--- src/rtl/lfsr_pkg.sv ---
package lfsr_pkg;

    typedef enum logic [0:0] {
        PH_IDLE = 1'b0,
        PH_RUN  = 1'b1
    } phase_e;

    // Width of a counter that must reach limit inclusive.
    function automatic int count_bits(input int limit);
        return (limit < 2) ? 1 : $clog2(limit + 1);
    endfunction

endpackage

--- src/rtl/lfsr_seed_gate.sv ---
module lfsr_seed_gate #(
    parameter int WIDTH = 8
) (
    input  logic             clk,
    input  logic             rst,
    input  logic             idle,
    input  logic             seed_wr,
    input  logic [WIDTH-1:0] seed_in,
    input  logic             taps_wr,
    input  logic [WIDTH-1:0] taps_in,
    output logic [WIDTH-1:0] seed_q,
    output logic [WIDTH-1:0] taps_q,
    output logic             seed_ok,
    output logic             seed_err,
    output logic             seed_take
);
    logic seed_zero;
    logic seed_reject;

    assign seed_zero   = ~|seed_in;
    assign seed_take   = idle & seed_wr & ~seed_zero;
    assign seed_reject = idle & seed_wr &  seed_zero;

    always_ff @(posedge clk) begin
        if (rst) begin
            seed_q   <= '0;
            taps_q   <= '0;
            seed_ok  <= 1'b0;
            seed_err <= 1'b0;
        end else begin
            if (seed_take) begin
                seed_q   <= seed_in;
                seed_ok  <= 1'b1;
                seed_err <= 1'b0;
            end else if (seed_reject) begin
                seed_err <= 1'b1;
            end
            if (idle && taps_wr) begin
                taps_q <= taps_in;
            end
        end
    end
endmodule

--- src/rtl/lfsr_shift_core.sv ---
module lfsr_shift_core #(
    parameter int WIDTH = 8
) (
    input  logic             clk,
    input  logic             rst,
    input  logic             load,
    input  logic [WIDTH-1:0] load_val,
    input  logic             step,
    input  logic [WIDTH-1:0] taps,
    output logic [WIDTH-1:0] cells,
    output logic [WIDTH-1:0] cells_nxt,
    output logic             bit_out
);
    logic [WIDTH-1:0] eff_taps;
    logic [WIDTH-1:0] tap_terms;
    logic             fb;

    // The bottom cell always takes part in the feedback.
    assign eff_taps = taps | {{(WIDTH-1){1'b0}}, 1'b1};

    for (genvar i = 0; i < WIDTH; i++) begin : g_tap
        assign tap_terms[i] = cells[i] & eff_taps[i];
    end

    assign fb        = ^tap_terms;
    assign cells_nxt = {fb, cells[WIDTH-1:1]};

    always_ff @(posedge clk) begin
        if (rst) begin
            cells   <= '0;
            bit_out <= 1'b0;
        end else if (load) begin
            cells <= load_val;
        end else if (step) begin
            cells   <= cells_nxt;
            bit_out <= cells[0];
        end
    end
endmodule

--- src/rtl/lfsr_run_ctl.sv ---
module lfsr_run_ctl
    import lfsr_pkg::*;
#(
    parameter int WIDTH     = 8,
    parameter int MAX_STEPS = 256,
    parameter int CW        = count_bits(MAX_STEPS)
) (
    input  logic             clk,
    input  logic             rst,
    input  logic             run_go,
    input  logic             any_wr,
    input  logic             seed_ok,
    input  logic             step_en,
    input  logic [WIDTH-1:0] cells_nxt,
    input  logic [WIDTH-1:0] seed_q,
    output logic             busy,
    output logic             start,
    output logic             adv,
    output logic [CW-1:0]    period,
    output logic             done
);
    localparam logic [CW-1:0] LIMIT = CW'(MAX_STEPS);

    phase_e      phase;
    logic [CW-1:0] cnt;
    logic [CW-1:0] cnt_n;

    assign busy  = (phase == PH_RUN);
    assign start = run_go & ~any_wr & seed_ok & ~busy;
    assign adv   = busy & step_en;
    assign cnt_n = cnt + CW'(1);

    always_ff @(posedge clk) begin
        if (rst) begin
            phase  <= PH_IDLE;
            cnt    <= '0;
            period <= '0;
            done   <= 1'b0;
        end else if (start) begin
            phase  <= PH_RUN;
            cnt    <= '0;
            period <= '0;
            done   <= 1'b0;
        end else if (adv) begin
            cnt <= cnt_n;
            if (cells_nxt == seed_q) begin
                period <= cnt_n;
                done   <= 1'b1;
                phase  <= PH_IDLE;
            end else if (cnt_n == LIMIT) begin
                period <= '0;
                done   <= 1'b1;
                phase  <= PH_IDLE;
            end
        end
    end
endmodule

--- src/rtl/prog_lfsr.sv ---
module prog_lfsr
    import lfsr_pkg::*;
#(
    parameter int WIDTH     = 8,
    parameter int MAX_STEPS = 256,
    localparam int PW       = count_bits(MAX_STEPS)
) (
    input  logic             clk,
    input  logic             rst,
    input  logic [WIDTH-1:0] seed_in,
    input  logic             seed_wr,
    input  logic [WIDTH-1:0] taps_in,
    input  logic             taps_wr,
    input  logic             run_go,
    input  logic             step_en,
    output logic             bit_out,
    output logic [WIDTH-1:0] state_out,
    output logic [PW-1:0]    period_out,
    output logic             done,
    output logic             seed_err
);
    logic [WIDTH-1:0] seed_q;
    logic [WIDTH-1:0] taps_q;
    logic [WIDTH-1:0] cells_nxt;
    logic [WIDTH-1:0] load_val;
    logic             seed_ok;
    logic             seed_take;
    logic             busy;
    logic             start;
    logic             adv;

    lfsr_seed_gate #(.WIDTH(WIDTH)) u_gate (
        .clk      (clk),
        .rst      (rst),
        .idle     (~busy),
        .seed_wr  (seed_wr),
        .seed_in  (seed_in),
        .taps_wr  (taps_wr),
        .taps_in  (taps_in),
        .seed_q   (seed_q),
        .taps_q   (taps_q),
        .seed_ok  (seed_ok),
        .seed_err (seed_err),
        .seed_take(seed_take)
    );

    assign load_val = seed_take ? seed_in : seed_q;

    lfsr_shift_core #(.WIDTH(WIDTH)) u_core (
        .clk      (clk),
        .rst      (rst),
        .load     (seed_take | start),
        .load_val (load_val),
        .step     (adv),
        .taps     (taps_q),
        .cells    (state_out),
        .cells_nxt(cells_nxt),
        .bit_out  (bit_out)
    );

    lfsr_run_ctl #(.WIDTH(WIDTH), .MAX_STEPS(MAX_STEPS), .CW(PW)) u_ctl (
        .clk      (clk),
        .rst      (rst),
        .run_go   (run_go),
        .any_wr   (seed_wr | taps_wr),
        .seed_ok  (seed_ok),
        .step_en  (step_en),
        .cells_nxt(cells_nxt),
        .seed_q   (seed_q),
        .busy     (busy),
        .start    (start),
        .adv      (adv),
        .period   (period_out),
        .done     (done)
    );
endmodule

--- config.mk ---
export PLATFORM = sky130hd
export DESIGN_NAME = prog_lfsr
export DESIGN_NICKNAME = d
export VERILOG_FILES = /design/src/rtl/lfsr_pkg.sv /design/src/rtl/lfsr_seed_gate.sv /design/src/rtl/lfsr_shift_core.sv /design/src/rtl/lfsr_run_ctl.sv /design/src/rtl/prog_lfsr.sv
export SDC_FILE = /design/constraint.sdc
export NUM_CORES = 1
export LEC_CHECK = 0
export CORE_MARGIN = 2
export CORE_UTILIZATION = 55
export CTS_CLUSTER_DIAMETER = 30
export CTS_CLUSTER_SIZE = 16
export DETAILED_ROUTE_END_ITERATION = 12
export DONT_BUFFER_PORTS = 1
export PLACE_DENSITY = 0.75
export SLEW_MARGIN = 20
export SYNTH_ARGS = -nofsm -noshare
export SYNTH_HDL_FRONTEND = slang
export SYNTH_HIERARCHICAL = 1
export SYNTH_SLANG_ARGS = --single-unit
export TNS_END_PERCENT = 100
--- constraint.sdc ---
create_clock -name clk -period 3.4 [get_ports clk]
set_input_delay 0.34 -clock clk [delete_from_list [all_inputs] [get_ports clk]]
set_output_delay 0.34 -clock clk [all_outputs]
set_load 0.03 [all_outputs]
* Word level (Yosys, flattened, before mapping)
Index checks and enable logic that the tools add are counted.
** Word-level totals
- Bits in registers :: 47
- Bits of input ports :: 22
- Word-level logic and storage cells :: 56
** Cells by class
- Add/sub/neg operators :: 1
- Equal/unequal tests :: 2
- Multiplexer cells :: 11
- Bitwise logic cells :: 19
- Reduce and logical (&&, ||, !) cells :: 13
** Operators with widths (number)
- two-way mux 8 bit :: 3
- two-way mux 9 bit :: 2
- AND 1 bit :: 14
- adder 9 x 1 -> 9 bit (second input constant) :: 1
- equality test 9 bit (second input constant) :: 1
- equality test 8 bit :: 1
- OR reduction 8 bit :: 1
- XOR reduction 8 bit :: 1
- two-way mux 1 bit :: 6
- AND reduction 2 bit :: 3
- nonzero test 2 bit :: 3
- OR reduction 2 bit :: 2
- NOT 1 bit :: 3
- nonzero test 3 bit :: 1
- bitwise OR 1 bit :: 2
- logical AND 1 bit :: 1
- logical NOT 1 bit :: 1

* Longest topological paths before layout
Gate-level depths: netlist (run 1).
- Word-level depth :: 8
- Gate-level depth with buffers :: 11
- Mapped depth without buffers :: 9

* Hierarchy
The synthesis (run 1) kept the hierarchy.
** Modules (own cells, without submodules)
- lfsr_run_ctl :: instances 1, cells each 156, area an instance 1337.5 µm²
- lfsr_seed_gate :: instances 1, cells each 83, area an instance 768.2 µm²
- lfsr_shift_core :: instances 1, cells each 70, area an instance 570.5 µm²
- prog_lfsr :: instances 1, cells each 12, area an instance 147.6 µm²

* Least setup slack after synthesis (run 1)
No wires, ideal clock.
- Path type :: register to register
- Start point :: reg u_core.cells[7]
- End point :: reg u_ctl.period[3]
- Arrival time :: 2.377 ns
- Path slack :: 0.955 ns
- Stages on the path, launching flop included :: 12
- Buffers on the path :: 2
- Path through :: dfxtp_1 -> nand2_1 -> xnor2_2 -> xnor2_1 -> xnor2_1 -> buf_4 -> xor2_1 -> nor4_1 -> and2_1 -> clkbuf_1 -> a41oi_1 -> o21ai_2
** On the way
- Cells in the longest elaborated chain, start to end :: 5
- Elaborated cells on any way between the ends :: 6
- Classes of those cells :: eq/ne: 1; mux: 1; bitwise: 1; reduce/logical: 3
** Ends and longest elaborated chain
- from (decl) :: line lfsr_shift_core.sv:10 : output logic [WIDTH-1:0] cells,
- from (signal assigned) :: line lfsr_shift_core.sv:33 : cells <= load_val;
- from (signal assigned) :: line lfsr_shift_core.sv:35 : cells <= cells_nxt;
- AND 1 bit (*) :: line lfsr_shift_core.sv:22 : assign tap_terms[i] = cells[i] & eff_taps[i];
- XOR reduction 8 bit (*) :: line lfsr_shift_core.sv:25 : assign fb = ^tap_terms;
- net u_core.fb :: line lfsr_shift_core.sv:16 : logic fb;
- equality test 8 bit (*) :: line lfsr_run_ctl.sv:46 : if (cells_nxt == seed_q) begin
- nonzero test 2 bit (no line)
- AND reduction 2 bit (no line)
- to (signal assigned) :: line lfsr_run_ctl.sv:47 : period <= cnt_n;
- to (decl) :: line lfsr_run_ctl.sv:19 : output logic [CW-1:0] period,
Mark *: on every way through the listed nets, which the timed path passes. The rest lies on a longest branch.
A chain may end at the register's enable or synchronous reset.

* Worst setup path after layout (run 1)
- Start point :: reg u_core.cells[0]
- End point :: reg u_ctl.period[4]
** On the way
- Cells in the longest elaborated chain, start to end :: 4
- Elaborated cells on any way between the ends :: 5
- Classes of those cells :: eq/ne: 1; mux: 1; reduce/logical: 3
** Ends and longest elaborated chain
- XOR reduction 8 bit (*) :: line lfsr_shift_core.sv:25
- net cells_nxt[7] :: line prog_lfsr.sv:24 : logic [WIDTH-1:0] cells_nxt;
- equality test 8 bit (*) :: line lfsr_run_ctl.sv:46
- nonzero test 2 bit (no line)
- AND reduction 2 bit (no line)
Marks and branches as above.

==> flow_metrics.tcl, run 1 <==
set metrics [dict create \
    die_w_um 75.2 \
    holdPathStages 1 \
    core_mm2 0.00482 \
    cp-startpoint "u_core/cells[0]" \
    placed_cell_area_mm2 0.00274 \
    end_kind "register" \
    reg2reg_depth 8 \
    cts_resized 0 \
    clk_pin_slew_ps 90 \
    syn_avg_cell_area_um2 8.80 \
    worst_pin_slew_ps 876 \
    whs_endpoint "u_gate/seed_q[1]" \
    leakagePower_nw 1.13 \
    drt_iter0_markers 157 \
    area_growth_pct 2.29 \
    status "completed" \
    cp.required_ps 3640 \
    drc_errors 0 \
    maxSlewViolCount 0 \
    reg2reg_from "u_core/cells[0]" \
    grt-ovfl-total 0 \
    crit_arrival_ps 2830 \
    holdCritPathClass "input port to register" \
    cts_tree "yes" \
    path_delay_family "simple AND/OR/NAND/NOR gates" \
    path_buf_inv 0 \
    grt_max_degree 32 \
    dr.pass1.iters 4 \
    cts_sinks 46 \
    critPathMaxFanout 11 \
    grt_pass1_vias 1915 \
    cts_hold_repair.buffers 0 \
    hp-start "rst" \
    top_layer "met4" \
    setup_tns_ps 0 \
    yosysWarningCount 6 \
    wire_per_inst_um 15.0 \
    clkPwrFrac_pct 35.6 \
    die_h_um 75.2 \
    antenna_found_initial 0 \
    track_usage_pct 21.0 \
    cp_cell_sequence "xor2_1 > xnor2_1 > xnor2_1 > xor2_1 > nor4_1 > and2_1 > a41oi_1 > o21ai_2" \
    io_buffers 0 \
    clock-root-buffer "clkbuf_8" \
    syn_nets 341 \
    power.net_switching_mw 0.327 \
    initial_core_util_pct 57.9 \
    post_cts_buffers 0 \
    netlist_area_mm2 0.00279 \
    wirelength_um 5530 \
    clk_latency_ps 300 \
    postRouteAntennaNets 0 \
    max_freq_mhz 386 \
    slowest_stage "dfxtp_1" \
    ios 42 \
    r2r-end "u_ctl/period[4]" \
    regToRegSetupSlack_ps 810 \
    cellInternalPower_mw 0.849 \
    via_per_inst 5.78 \
    netlist_instances 317 \
    drive_gt1_share_pct 18.5 \
    power.share.switching_pct 27.8 \
    fin_area_mm2 0.00285 \
    mostFrequentLayoutCells "dfxtp_1 (46), nor2_1 (37), nand2_1 (27), a21oi_1 (27), xor2_1 (21)" \
    clock_path_buffers 2 \
    timing.final.crit_share_pct 76.2 \
    wl_met1_um 2610 \
    die_area_mm2 0.00566 \
    wl_met3_um 470 \
    final-hold-violation-count 0 \
    vdd_ir_drop_max_mv 0.222 \
    worst_setup_path_start_kind "register" \
    path_depth 8 \
    crit_type "register to register" \
    grt_pass1_wl_um 9090 \
    fill_cells 444 \
    fin_nets 325 \
    cts_buffers 5 \
    power_frac_comb_pct 14.9 \
    place_congestion 0.795 \
    final-setup-viol-count 0 \
    diodes 0 \
    seq_power_share_pct 49.4 \
    htree_levels 2 \
    period_needed_ps 2590 \
    fin_skew_ps 7.73 \
    max_stage_delay_ps 590 \
    dr_wl_met2_um 2400 \
    dp_hpwl_um 3840 \
    max_cap_violations 0 \
    slew_headroom_pct 41.5 \
    rsz0062_at_grt "false" \
    power_density_mw_per_mm2 412 \
    fp-row-count 25 \
    num_vias 2132 \
    final_common_cell "dfxtp_1" \
]
state kept, by name, indices dropped and copies added, names as in the netlist:
| register | flops |
|---|---|
| u_core/bit_out | 1 |
| u_core/cells | 8 |
| u_ctl/busy | 1 |
| u_ctl/cnt | 9 |
| u_ctl/done | 1 |
| u_ctl/period | 9 |
| u_gate/seed_err | 1 |
| u_gate/seed_ok | 1 |
| u_gate/seed_q | 8 |
| u_gate/taps_q | 7 |
worst reg2reg max path, stage by stage, from the launching register on:
cell	delay (ps)
dfxtp_1	590
xor2_1	240
xnor2_1	110
xnor2_1	250
xor2_1	110
nor4_1	380
and2_1	500
a41oi_1	230
o21ai_2	120
worst max path at each step:
stage	end	slack, ps
after floorplan	u_ctl/period[3]	960
after global placement	u_ctl/period[5]	880
after detailed placement	u_ctl/period[4]	820
after CTS	u_ctl/period[4]	780
after global routing	u_ctl/period[4]	570
final	u_ctl/period[4]	810
metrics by stage:
stage                     cells  util (%)  hold WS, ps  setup slack, ps  power, mW
final                       369      59.2         91.3              810       1.18
after global routing        369      59.2         67.8              568       1.23
after CTS                   369      59.2         76.1              779       1.19
after detailed placement    361      56.9          409              823      0.768
after global placement      361      56.9          409              881      0.765
after floorplan             317         -          433              955      0.750
layer usage:
metal	vias up	track usage (%)
met5	-	0
met4	0	5.85
met3	7	7.63
met2	54	30.9
met1	998	29.2
li1	1073	-
area by class of cell:
| type | count | area [µm²] | area share (%) |
|---|---|---|---|
| Tap cell | 67 | 83.8 | 2.94 |
| Timing Repair Buffer | 9 | 67.6 | 2.37 |
| Multi-Input combinational cell | 235 | 1650 | 58.0 |
| Sequential cell | 46 | 921 | 32.3 |
| Clock inverter | 3 | 43.8 | 1.53 |
| Clock buffer | 5 | 68.8 | 2.41 |
| Inverter | 4 | 15.0 | 0.526 |
power groups by stage:
stage	Sequential [mW]	Combinational (mW)	Clock (mW)
6_report	0.581	0.176	0.419
5_1_grt	0.584	0.193	0.451
2_1_floorplan	0.604	0.145	0
3_5_place_dp	0.594	0.174	0
4_1_cts	0.581	0.176	0.431
3_3_place_gp	0.593	0.172	0
Note: power is estimated with default switching activity, not from simulation.
==> run 2, diff against run 1 <==
clock period = 2.6 ns   (was 3.4 ns; I/O delays follow)
==> run 2 against run 1 <==
  * Fmax up 8.4%
  * Wire length up 7.2%
  * First-iteration DRC count down 18%
  * Cell count up 3.3%
  * Largest power group unchanged
  * Clock skew up 2.4 ps
  * Total power up 34%
  * Combinational power up 49%
  * Die area unchanged
  * Sequential share of layout area down 1.1 points
  * Largest cell class unchanged
  * Final area up 3.6%
==> flow_metrics.tcl, run 2 (synthesized netlist as in run 1, its figures left out) <==
set metrics [dict create \
    worst_pin_slew_ps 530 \
    cellInternalPower_mw 1.13 \
    max_freq_mhz 419 \
    area_growth_pct 6.01 \
    grt_max_degree 30 \
    track_usage_pct 21.4 \
    max_cap_violations 0 \
    period_needed_ps 2390 \
    rsz0062_at_grt "false" \
    clkPwrFrac_pct 35.1 \
    wirelength_um 5930 \
    postRouteAntennaNets 0 \
    fill_cells 429 \
    wire_per_inst_um 15.6 \
    reg2reg_depth 9 \
    mostFrequentLayoutCells "dfxtp_1 (46), nor2_1 (37), nand2_1 (27), a21oi_1 (27), xor2_1 (21)" \
    max_stage_delay_ps 500 \
    timing.final.crit_share_pct 91.9 \
    dr.pass1.iters 4 \
    holdWs_ps 16.0 \
    use_met3_pct 7.76 \
    grt_pass1_wl_um 9220 \
    crit_type "register to register" \
    htree_levels 2 \
    dpl.cell_count 368 \
    end_kind "register" \
    core_mm2 0.00482 \
    cp_cell_sequence "nand2_1 > xor2_1 > xnor2_1 > xnor2_1 > xor2_1 > nor4_1 > and2_2 > a41oi_1 > o21ai_2" \
    fin_skew_ps 10.1 \
    critPathMaxFanout 11 \
    holdPathStages 1 \
    setup_tns_ps 0 \
    fin_nets 337 \
    power_frac_comb_pct 16.6 \
    worst_setup_path_start_kind "register" \
    slowest_stage "nor4_1" \
    seq_power_share_pct 48.3 \
    drive_gt1_share_pct 20.4 \
    clk_pin_slew_ps 90 \
    die_h_um 75.2 \
    clock-root-buffer "clkbuf_8" \
    dp_hpwl_um 4010 \
    final_cells 381 \
    initial_core_util_pct 57.9 \
    clk_latency_ps 310 \
    slew_headroom_pct 64.6 \
    path_buf_inv 0 \
    cts_sinks 46 \
    place_congestion 0.803 \
    holdCritPathClass "input port to register" \
    final-setup-viol-count 0 \
    cp.required_ps 2840 \
    grt-busiest-layer "met2" \
    fp-row-count 25 \
    grt_pass1_vias 1908 \
    power_density_mw_per_mm2 532 \
    grt-ovfl-total 0 \
    use_met2_pct 31.0 \
    cts_tree "yes" \
    crit_arrival_ps 2630 \
    maxSlewViolCount 0 \
    leakagePower_nw 1.18 \
    path_delay_family "simple AND/OR/NAND/NOR gates" \
    die_area_mm2 0.00566 \
    power.share.switching_pct 28.3 \
    final-hold-violation-count 0 \
    via_per_inst 5.75 \
    die_w_um 75.2 \
    ios 42 \
    met1_usage_pct 30.0 \
    num_vias 2190 \
    io_buffers 0 \
    power.net_switching_mw 0.445 \
    drc_errors 0 \
    drt_iter0_markers 129 \
    reg.largest.list "u_ctl/cnt x9, u_ctl/period x9" \
    diodes 0 \
    vdd_ir_drop_max_mv 0.307 \
    antenna_found_initial 0 \
    clock_path_buffers 2 \
    status "completed" \
    post_cts_buffers 0 \
    path_depth 9 \
    cts_buffers 5 \
    final_common_cell "dfxtp_1" \
]
[run 2: cell types whose count changed in the layout (fill, tap and decap cells not counted)]
cell,previous run,this run
buf_4,9,16
dlygate4sd3_1,0,5
and2_1,2,1
and2_2,0,1
[run 2: final cells by class]
cell class	count	area (µm²)	share of cell area, %
repair buffers	21	170	5.75
flip-flops and latches	46	921	31.1
well taps	67	83.8	2.83
clock inverters	3	43.8	1.48
clock buffers	5	68.8	2.33
multi-input cells	235	1660	56.0
inverters	4	15.0	0.508
[run 2: final timing paths]
| kind | startpoint | slack, ps | end |
|---|---|---|---|
| worst max-delay path | u_gate/taps_q[1] | 210 | u_ctl/period[2] |
| worst min-delay path | rst | 20 | u_gate/taps_q[6] |
| worst max register to register | u_gate/taps_q[1] | 210 | u_ctl/period[2] |
| worst min register to register | u_gate/taps_q[4] | 460 | u_gate/taps_q[4] |
[run 2: what timing repair did]
item,CTS,global route
hold buffers,1,4
endpoints found under the setup margin,0,7
resized for setup,0,1
hold endpoints to repair,3,4
[run 2: routing by layer]
metal  vias to the layer above  wire length, µm
li1                       1092                -
met5                         -                0
met2                        55             2620
met4                         0               53
met1                      1038             2790
met3                         5              470
[run 2: power by group through the flow]
stage               Sequential (mW)  Clock (mW)  Combinational, mW
finish                        0.759       0.552              0.262
global route                  0.763       0.594              0.284
CTS                           0.759       0.563              0.250
detailed placement            0.775           0              0.245
global placement              0.774           0              0.240
floorplan                     0.790           0              0.190
[run 2: per-stage QoR]
| stage | setup slack (ps) | instance area (µm²) | total power, mW | util, % |
|---|---|---|---|---|
| 2_1_floorplan | 155 | 2790 | 0.980 | - |
| 3_3_place_gp | 262 | 2790 | 1.01 | 58.0 |
| 3_5_place_dp | 225 | 2790 | 1.02 | 58.0 |
| 4_1_cts | 75.6 | 2920 | 1.57 | 60.5 |
| 5_1_grt | 78.4 | 2960 | 1.64 | 61.4 |
| 6_report | 211 | 2960 | 1.57 | 61.4 |
==> run 3, diff against run 2 <==
CELL_PAD_IN_SITES_DETAIL_PLACEMENT = 2   (was default)
CELL_PAD_IN_SITES_GLOBAL_PLACEMENT = 2   (was default)
CORE_MARGIN = 5   (was 2)
CORE_UTILIZATION = 38   (was 55)
PLACE_DENSITY = 0.83   (was 0.75)
==> run 3 against run 2 <==
  * Combinational power grew 6%
  * Worst hold slack lost 2.1 ps
  * Sequential cell count is the same
  * Largest cell class unchanged
  * First-iteration DRC count shrank 24%
  * Largest power group unchanged
  * Core utilization shrank 20 points
  * Register-to-register slack gained 40 ps
  * Global-route usage shrank 1.1 points
  * Via count grew 6.8%
  * Total power shrank 4.2%
  * Die area grew 62%
==> flow_metrics.tcl, run 3 (synthesized netlist as in run 1, its figures left out) <==
set metrics [dict create \
    die_area_mm2 0.00916 \
    fin_skew_ps 8.33 \
    area_growth_pct 6.01 \
    grt_pass1_vias 2580 \
    maxSlewViolCount 0 \
    placed_cell_area_mm2 0.00284 \
    grt-ovfl-total 0 \
    dr.pass1.iters 4 \
    reg.largest.list "u_ctl/cnt x9, u_ctl/period x9" \
    clock-root-buffer "clkbuf_8" \
    fin_nets 333 \
    io_buffers 0 \
    die_w_um 95.7 \
    fin_ws_ps 253 \
    setup_tns_ps 0 \
    use_met3_pct 4.53 \
    cts_sinks 46 \
    timing.final.crit_share_pct 90.3 \
    pre_cts_ws_ps 110 \
    holdPathStages 1 \
    holdWs_ps 13.9 \
    vdd_ir_drop_max_mv 0.186 \
    worst_pin_slew_ps 512 \
    critPathMaxFanout 11 \
    place_congestion 0.765 \
    initial_core_util_pct 38.7 \
    cts_buffers 5 \
    post_cts_buffers 0 \
    fin_area_mm2 0.00296 \
    worst_setup_path_start_kind "register" \
    wire_per_inst_um 21.8 \
    rsz0062_at_grt "false" \
    reg2reg_depth 9 \
    clk_pin_slew_ps 90 \
    final_cells 409 \
    period_needed_ps 2350 \
    antenna_found_initial 0 \
    final-hold-violation-count 0 \
    slowest_stage "nor4_2" \
    dp_hpwl_um 6260 \
    end_kind "register" \
    max_cap_violations 0 \
    final-setup-viol-count 0 \
    slew_headroom_pct 65.8 \
    grt_max_degree 32 \
    finalPower_mw 1.51 \
    ios 42 \
    power_density_mw_per_mm2 509 \
    die_h_um 95.7 \
    leakagePower_nw 1.16 \
    htree_levels 2 \
    clock_path_buffers 2 \
    mostFrequentLayoutCells "dfxtp_1 (46), nor2_1 (37), nand2_1 (27), a21oi_1 (27), xor2_1 (21)" \
    use_met2_pct 35.6 \
    max_freq_mhz 426 \
    via_per_inst 5.72 \
    cp_cell_sequence "nand2_1 > xor2_1 > xnor2_1 > xnor2_1 > xor2_1 > nor4_2 > and2_2 > a41oi_1 > o21ai_2" \
    drive_gt1_share_pct 20.3 \
    postRouteAntennaNets 0 \
    final_common_cell "dfxtp_1" \
    grt_pass1_wl_um 14200 \
    crit_arrival_ps 2580 \
    cts_tree "yes" \
    max_stage_delay_ps 390 \
    track_usage_pct 20.2 \
    wirelength_um 8920 \
    dpl.cell_count 399 \
    core_mm2 0.00721 \
    cp.required_ps 2830 \
    drc_errors 0 \
    utilization_pct 41.0 \
    diodes 0 \
    fp-row-count 31 \
    met1_usage_pct 24.4 \
    clk_latency_ps 300 \
    crit_type "register to register" \
    status "completed" \
    grt-busiest-layer "met2" \
    holdCritPathClass "input port to register" \
    num_vias 2338 \
    drt_iter0_markers 98 \
]
## run 3: cell count changes in the layout (fill, tap and decap cells not counted), sizes merged
cell	before	now
buf	16	15
clkbuf	5	7
bufinv	1	0
dlygate4sd3	5	2
inv	5	4
## run 3: metal layers
metal  routed length, µm  part of all wire (%)  vias to the layer above
met5                   0                     0                        -
met4                 162                   1.8                        0
met3                 306                   3.4                       16
met2                4540                    51                       41
met1                3910                    44                     1195
li1                    -                     -                     1086
## run 3: layout make-up
| type | count | area, µm² |
|---|---|---|
| fillers | 803 | 4260 |
| inverters | 4 | 15.0 |
| repair buffers | 17 | 145 |
| well taps | 99 | 124 |
| clock inverters | 1 | 5.00 |
| flip-flops and latches | 46 | 921 |
| clock buffers | 7 | 86.3 |
| multi-input cells | 235 | 1660 |
## run 3: worst paths after layout
| kind | slack, ps | end | startpoint |
|---|---|---|---|
| worst max-delay path | 250 | u_ctl/period[2] | u_gate/taps_q[3] |
| worst min-delay path | 10 | u_gate/seed_q[7] | rst |
| worst max register to register | 250 | u_ctl/period[2] | u_gate/taps_q[3] |
| worst min register to register | 480 | u_gate/taps_q[4] | u_gate/taps_q[4] |
## run 3: where the power goes
group / switching, mW / internal, mW / leakage (nW)
registers: 0.0305 / 0.733 / 0.375
logic: 0.173 / 0.106 / 0.738
clock network: 0.250 / 0.215 / 0.0482
total: 0.453 / 1.05 / 1.16
## run 3: critical path, delay by kind of cell (launching register included)
| family | cells | cell delay [ps] |
|---|---|---|
| flip-flops | 1 | 370 |
| AO/OA/AOI/OAI | 2 | 290 |
| XOR/XNOR | 4 | 750 |
| AND/OR/NAND/NOR | 3 | 860 |
## run 3: repair_timing
item                                    4_1_cts  5_1_grt
endpoints found under the hold margin         0        4
gates resized for setup                       0        2
hold buffers                                  0        2
endpoints found under the setup margin        0       10
